**src/rtl/typeb_req_rx.sv**
```systemverilog
module typeb_req_rx #(
  parameter int ETU       = 16,
  parameter int EGT_ETU   = 6,
  parameter int MIN_BYTES = 3
) (
  input  logic       clk,
  input  logic       rst_n,
  input  logic       rx_in,
  output logic       byte_valid,
  output logic [7:0] byte_data,
  output logic       frame_valid,
  output logic       frame_error
);
  localparam int HALF     = ETU / 2;
  localparam int LO_MIN   = 10 * ETU - HALF;
  localparam int LO_MAX   = 10 * ETU + HALF;
  localparam int HI_MIN   = 2 * ETU;
  localparam int HI_MAX   = 3 * ETU;
  localparam int STOP_AT  = 9 * ETU + HALF;
  localparam int GAP_LIM  = HALF + EGT_ETU * ETU;
  localparam int CW       = $clog2(LO_MAX + 2);
  localparam int PW       = $clog2(ETU);
  localparam int NW       = $clog2(MIN_BYTES + 1);
  localparam logic [15:0] RESIDUE = 16'hF0B8;

  typedef enum logic [2:0] {S_HUNT, S_SOFL, S_SOFH, S_BIT, S_GAP, S_EOFL} st_t;

  st_t             st;
  logic            rx_q, rx_d;
  logic [CW-1:0]   cnt;
  logic [PW-1:0]   ph;
  logic [3:0]      bitn;
  logic [7:0]      sh;
  logic [15:0]     crc;
  logic [NW-1:0]   nb;

  wire mid    = (ph == PW'(HALF));
  wire crc_ok = (crc == RESIDUE) && (nb == NW'(MIN_BYTES));

  function automatic logic [15:0] crc_step(input logic [15:0] c, input logic [7:0] d);
    logic [15:0] r;
    r = c;
    for (int i = 0; i < 8; i++) begin
      if (r[0] ^ d[i]) r = (r >> 1) ^ 16'h8408;
      else             r = r >> 1;
    end
    return r;
  endfunction

  always_ff @(posedge clk or negedge rst_n) begin
    if (!rst_n) begin
      st          <= S_HUNT;
      rx_q        <= 1'b1;
      rx_d        <= 1'b1;
      cnt         <= '0;
      ph          <= '0;
      bitn        <= '0;
      sh          <= '0;
      crc         <= '1;
      nb          <= '0;
      byte_valid  <= 1'b0;
      byte_data   <= '0;
      frame_valid <= 1'b0;
      frame_error <= 1'b0;
    end else begin
      rx_q        <= rx_in;
      rx_d        <= rx_q;
      byte_valid  <= 1'b0;
      frame_valid <= 1'b0;
      frame_error <= 1'b0;
      case (st)
        S_HUNT: begin
          if (rx_d && !rx_q) begin
            st  <= S_SOFL;
            cnt <= CW'(1);
          end
        end
        S_SOFL: begin
          if (!rx_q) begin
            if (cnt == CW'(LO_MAX)) st <= S_HUNT;
            else                    cnt <= cnt + 1'b1;
          end else if (cnt >= CW'(LO_MIN)) begin
            st  <= S_SOFH;
            cnt <= CW'(1);
          end else begin
            st <= S_HUNT;
          end
        end
        S_SOFH: begin
          if (rx_q) begin
            if (cnt == CW'(HI_MAX)) begin
              st          <= S_HUNT;
              frame_error <= 1'b1;
            end else begin
              cnt <= cnt + 1'b1;
            end
          end else if (cnt >= CW'(HI_MIN)) begin
            st   <= S_BIT;
            ph   <= PW'(1);
            bitn <= '0;
            crc  <= '1;
            nb   <= '0;
          end else begin
            st          <= S_HUNT;
            frame_error <= 1'b1;
          end
        end
        S_BIT: begin
          if (ph == PW'(ETU - 1)) begin
            ph   <= '0;
            bitn <= bitn + 1'b1;
          end else begin
            ph <= ph + 1'b1;
          end
          if (mid) begin
            if (bitn == 4'd0) begin
              if (rx_q) begin
                st          <= S_HUNT;
                frame_error <= 1'b1;
              end
            end else if (bitn <= 4'd8) begin
              sh <= {rx_q, sh[7:1]};
            end else if (rx_q) begin
              byte_valid <= 1'b1;
              byte_data  <= sh;
              crc        <= crc_step(crc, sh);
              if (nb != NW'(MIN_BYTES)) nb <= nb + 1'b1;
              st         <= S_GAP;
              cnt        <= '0;
            end else if (sh == 8'h00) begin
              st  <= S_EOFL;
              cnt <= CW'(STOP_AT + 1);
            end else begin
              st          <= S_HUNT;
              frame_error <= 1'b1;
            end
          end
        end
        S_GAP: begin
          if (!rx_q) begin
            st   <= S_BIT;
            ph   <= PW'(1);
            bitn <= '0;
          end else if (cnt == CW'(GAP_LIM - 1)) begin
            st          <= S_HUNT;
            frame_error <= 1'b1;
          end else begin
            cnt <= cnt + 1'b1;
          end
        end
        S_EOFL: begin
          if (!rx_q) begin
            if (cnt == CW'(LO_MAX)) begin
              st          <= S_HUNT;
              frame_error <= 1'b1;
            end else begin
              cnt <= cnt + 1'b1;
            end
          end else begin
            st          <= S_HUNT;
            frame_valid <= crc_ok;
            frame_error <= !crc_ok;
          end
        end
        default: st <= S_HUNT;
      endcase
    end
  end
endmodule

```
**config.mk**
```make
export PLATFORM = sky130hd
export DESIGN_NAME = typeb_req_rx
export DESIGN_NICKNAME = d
export VERILOG_FILES = /design/src/rtl/typeb_req_rx.sv
export SDC_FILE = /design/constraint.sdc
export NUM_CORES = 1
export LEC_CHECK = 0
export CAP_MARGIN = 10
export CORE_ASPECT_RATIO = 0.8
export CORE_MARGIN = 1.5
export CORE_UTILIZATION = 45
export DETAILED_ROUTE_END_ITERATION = 8
export DONT_BUFFER_PORTS = 1
export SLEW_MARGIN = 15
export SYNTH_ARGS = -nofsm -noshare
export SYNTH_HDL_FRONTEND = slang
export SYNTH_SLANG_ARGS = --single-unit
```
**constraint.sdc**
```tcl
create_clock -name clk -period 4.2 [get_ports clk]
set_input_delay 0.42 -clock clk [delete_from_list [all_inputs] [get_ports clk]]
set_output_delay 0.42 -clock clk [all_outputs]
set_load 0.01 [all_outputs]
```
# ---- Word level (Yosys, flattened, before mapping)
# Cells that the tools add are included.
dict set report totals {
  register_bits 58
  input_bits 3
  output_inout_bits 11
}
dict set report classes {
  muxes 120
  order_cmp 3
  n_eq_ne 34
  add_sub_neg 4
  n_reduce_logical 18
  n_bitwise 18
}
# cell n
set op_table {}
lappend op_table {{two-way mux 16 bit} 49}
lappend op_table {{two-way mux 8 bit} 14}
lappend op_table {{case mux 8 bit (6 select lines)} 1}
lappend op_table {{two-way mux 3 bit} 14}
lappend op_table {{two-way mux 4 bit} 8}
lappend op_table {{inequality test 2 bit (second input constant)} 16}
lappend op_table {{case mux 16 bit (2 select lines)} 1}
lappend op_table {{NOT 2 -> 3 bit} 8}
lappend op_table {{case mux 4 bit (3 select lines)} 2}
lappend op_table {{two-way mux 1 bit} 19}
lappend op_table {{two-way mux 2 bit} 9}
lappend op_table {{inequality test 3 bit (second input constant)} 6}
lappend op_table {{case mux 3 bit (6 select lines)} 1}
lappend op_table {{equality test 16 bit (second input constant)} 1}
lappend op_table {{AND reduction 12 bit} 1}
lappend op_table {{AND reduction 5 bit} 2}
lappend op_table {{adder 4 x 1 -> 4 bit (second input constant)} 2}
lappend op_table {{adder 8 x 1 -> 8 bit (second input constant)} 1}
lappend op_table {{equality test 4 bit (second input constant)} 2}
lappend op_table {{equality test 8 x 6 -> 1 bit (second input constant)} 1}
lappend op_table {{equality test 8 x 7 -> 1 bit (second input constant)} 1}
lappend op_table {{equality test 8 bit (second input constant)} 1}
lappend op_table {{greater-or-equal comparator 8 x 6 -> 1 bit (second input constant)} 1}
lappend op_table {{greater-or-equal comparator 8 bit (second input constant)} 1}
lappend op_table {{22 further kinds} 35}

# ---- Depth between registers and ports, before layout
dict set report logic_depth {
  ltp_word 56
  ltp_mapped 8
  ltp_nobuf 7
}

# ---- Worst setup path before layout
# OpenSTA, ideal clock, no wires.
dict set report synth_timing {
  path_kind {reg2reg}
  from {register rx_q}
  to {register frame_error}
  stages_incl_launch_ff 8
  path_slack_ns 2.312
  synth_period_minus_slack_ns 1.888
  setup_time_ns 0.138
  arrival_ns 1.749
  path_cell_list {dfstp_2 > buf_2 > buf_2 > nor4b_1 > nand3_1 > nor4_1 > a2bb2oi_1 > o221ai_1}
}
dict set report synth_between {
  elab_chain_cells 5
  elab_cells_between_ends 9
}
# element line
set synth_rtl {}
lappend synth_rtl {{from (decl)} 29} ;# logic rx_q, rx_d;
lappend synth_rtl {{from (signal assigned)} 66} ;# rx_q <= rx_in;
lappend synth_rtl {{two-way mux 1 bit} 123} ;# end else if (rx_q) begin
lappend synth_rtl {{two-way mux 1 bit} 121} ;# end else if (bitn <= 4'd8) begin
lappend synth_rtl {{two-way mux 1 bit} 116} ;# if (bitn == 4'd0) begin
lappend synth_rtl {{two-way mux 1 bit} 115} ;# if (mid) begin
lappend synth_rtl {{case mux 1 bit (4 select lines) *} 71} ;# case (st)
lappend synth_rtl {{to (signal assigned)} 162} ;# frame_error <= !crc_ok;
lappend synth_rtl {{to (decl)} 12} ;# output logic frame_error
# Mark *: on every way between the ends. The rest lies on a longest branch, timed or not.
# A chain may end at the register's enable or synchronous reset.

# ---- Worst setup path after layout
dict set report layout_timing {
  from {register st[0]}
  to {register byte_data[7]}
}
dict set report layout_between {
  elab_chain_cells 2
}
# element line
set layout_rtl {}
lappend layout_rtl {{from (decl)} 28} ;# st_t st;
lappend layout_rtl {{from (signal assigned)} 52} ;# st <= S_HUNT;
lappend layout_rtl {{from (signal assigned)} 74} ;# st <= S_SOFL;
lappend layout_rtl {{from (signal assigned)} 80} ;# if (cnt == CW'(LO_MAX)) st <= S_HUNT;
lappend layout_rtl {{equality test 3 x 2 -> 1 bit} 71}
lappend layout_rtl {{AND reduction 5 bit (no line)} --}
lappend layout_rtl {{to (signal assigned)} 125} ;# byte_data <= sh;
lappend layout_rtl {{to (decl)} 10} ;# output logic [7:0] byte_data,
# Every way passes these cells.

==> results.ini <==
[power]
powerDensity_nw_per_um2 = 370
p_seq_frac = 0.439
p_clk_frac = 0.471
leakage_nw = 1.61
power_mw = 1.37
comb_power_share = 0.089
ir_drop_mv = 0.203
swShare = 0.253
power_switching_uw = 347
intPower_mw = 1.02

[floorplan]
fp.dieH_microns = 80.5
ios = 14
die_w_microns = 99.9
core_sq_um = 7320
rows = 28
start_util = 0.462
design.die.area_sq_um = 8040

[drt]
wirelength_microns = 7300
wl_per_cell_microns = 16.8
vias_per_cell = 5.86
first_pass_iters = 4
num_vias = 2544
post-route-drc-count = 0
antenna_left = 0
drt_iter0_markers = 211

[setup_path]
worst-path-buf-inv = 0
crit_family = simple AND/OR/NAND/NOR gates
startpoint = st[0]
r2r_cells = 3
required_ns = 4.42
path_max_fanout = 22
arrival_ns = 2.81
crit_chain = nand3_2 > nor4_4 > mux2_2
rrSetupSlack_ns = 1.61
max_stage_delay_ns = 0.79
slowest_stage = nor4_4
cp-end-kind = flop
r2r_start = st[0]
endpoint = byte_data[7]
r2r-end = byte_data[7]
critical_path_class = flop to flop
startpoint_type = flop
cp_num_cells = 3

[synth]
synth_seq_area_share = 0.436
synth-async-reset-ratio = 1.00
synth_edf_count = 0
syn_area_sq_um = 3380
synth.distinct_cells = 69
avgSynthCellArea_sq_um = 9.88
yosys_warnings = 0
ys_ff_latch = 58
synthesis.nets = 352
ys.flop_type = dfrtp_1
syn_inst = 342

[sta]
slew_headroom = 0.400
fin_skew_ns = 0.0104
fin_tns_setup_ns = 0
max_freq_mhz = 387
period_share = 0.616
hold_viol_final = 0
rsz0062_at_grt = false
maxSlewViolCount = 0
period_needed_ns = 2.59
worst_pin_slew_ns = 0.897
setup_viol = 0

[grt]
first_global_vias = 2367
grt_overflow = 0
grt_pass1_wl_microns = 12500
antenna_found_initial = 0
grt_usage = 0.200
grt_max_degree = 59

[clock_network]
cts-root-buf = clkbuf_8
cts_resized = 0
cts_tree = yes
htreeDepth = 3
cts_buffers = 9
clock_path_buffers = 2
cts.sinks = 58
insertion_delay_ns = 0.34
clk_pin_slew_ns = 0.07

[layout]
fillers = 667
final_nets = 349
final_cell_mix = 40 x dfrtp_1, 29 x o21ai_0, 28 x nand2_1
regArea_sq_um = 1470
drive_above_1_share = 0.189
area_growth_pct = 9.40
diodes = 0
final_util = 0.505
multi_input_area_sq_um = 1780
layout_commonest_cell = dfrtp_1
stdcell_count = 434

[place]
gp_congestion = 0.892
place_hpwl_microns = 5070
place_inst = 416
port_buffers = 0

[outcome]
status = finished, final reports clean

[job]
max_cap_viol_count = 0

[min_path]
hp-class = input port to flop

==> logic make-up (layout without fill, tap and decap cells) <==
kind of cell	count (synthesis)	in the layout	share of synthesized area
and+or+nand+nor	121	121	0.202
AOI/OAI and AO/OA	83	83	0.167
DFF	58	58	0.436
buffers and inverters	28	30	0.0385
xor gates and xnor gates	25	25	0.0648
muxes	20	20	0.0655
adders and majority gates	7	7	0.0259
==> area by class of cell <==
| type | count | area share |
|---|---|---|
| flip-flops and latches | 58 | 0.399 |
| clock inverters | 7 | 0.0338 |
| multi-input cells | 256 | 0.480 |
| repair buffers | 3 | 0.0122 |
| clock buffers | 9 | 0.0335 |
| inverters | 11 | 0.0112 |
| well taps | 90 | 0.0305 |
==> cells in the mapped netlist (all sizes together) (2+ instances only) <==
master | n | share of area
a211o | 2 | 0.0052
a21o | 3 | 0.0067
a21oi | 11 | 0.017
a2bb2oi | 2 | 0.0052
a31o | 2 | 0.0052
a31oi | 2 | 0.0037
and2 | 2 | 0.0037
and3 | 2 | 0.0037
and3b | 3 | 0.0078
buf | 9 | 0.017
clkbuf | 8 | 0.0089
dfrtp | 40 | 0.30
dfstp | 18 | 0.14
ha | 7 | 0.026
inv | 11 | 0.012
mux2 | 17 | 0.057
mux2i | 3 | 0.0089
nand2 | 29 | 0.033
nand2b | 7 | 0.013
nand3 | 16 | 0.027
nand3b | 2 | 0.0044
nand4 | 3 | 0.0056
nor2 | 28 | 0.033
nor2b | 2 | 0.0037
nor3 | 4 | 0.0059
nor4 | 4 | 0.012
nor4bb | 2 | 0.0059
o211ai | 7 | 0.016
o21ai | 30 | 0.044
o22ai | 2 | 0.0037
o2bb2ai | 6 | 0.016
o31a | 3 | 0.0078
or2 | 2 | 0.0037
or3 | 3 | 0.0056
or3b | 2 | 0.0052
or4 | 4 | 0.011
xnor2 | 15 | 0.039
xor2 | 10 | 0.026
==> worst reg2reg max path, cell delays in order (launching register included) <==
cell,delay (ns)
dfrtp_1,0.73
nand3_2,0.54
nor4_4,0.79
mux2_2,0.41
==> per-layer routing <==
layer	track usage	part of all wire	up-vias	wire, microns
li1	-	-	1239	-
met1	0.313	0.54	1244	3960
met2	0.263	0.40	53	2920
met3	0.0513	0.045	8	326
met4	0.0620	0.012	0	91
met5	0	0	-	0
==> sequential cells by signal, indices dropped and copies added, names as in the netlist, 2 cells and up <==
signal / flops
sh: 8
nb: 2
crc: 16
byte_data: 8
bitn: 4
ph: 4
cnt: 8
st: 3
==> power by group through the flow <==
stage               logic (mW)  registers [mW]  clock network [mW]
global placement         0.106           0.610                   0
detailed placement       0.107           0.611                   0
floorplan                0.108           0.593                   0
global route             0.139           0.608               0.681
CTS                      0.123           0.601               0.664
finish                   0.122           0.602               0.646
==> through the flow <==
stage | hold slack [ns] | setup WS, ns | area [sq um]
floorplan | 0.124 | 2.31 | 3380
CTS | 0.0558 | 1.64 | 3700
finish | 0.0801 | 1.61 | 3700
global route | 0.0580 | 1.32 | 3700
detailed placement | 0.127 | 1.63 | 3410
global placement | 0.127 | 1.64 | 3410
==> worst min-delay path by stage <==
stage	from	end	depth (start not counted)
after floorplan	rst_n	bitn[0]	0
after global placement	rst_n	cnt[3]	0
after detailed placement	rst_n	cnt[5]	0
after CTS	rx_in	rx_q	0
after global routing	rx_in	rx_q	0
final	rx_in	rx_q	0
==> repair_timing <==
| item | 4_1_cts | 5_1_grt |
|---|---|---|
| buffers inserted | 0 | 0 |
| hold buffers | 2 | 0 |
| endpoints found under the hold margin | 58 | 0 |
Note: power is estimated with default switching activity, not from simulation.
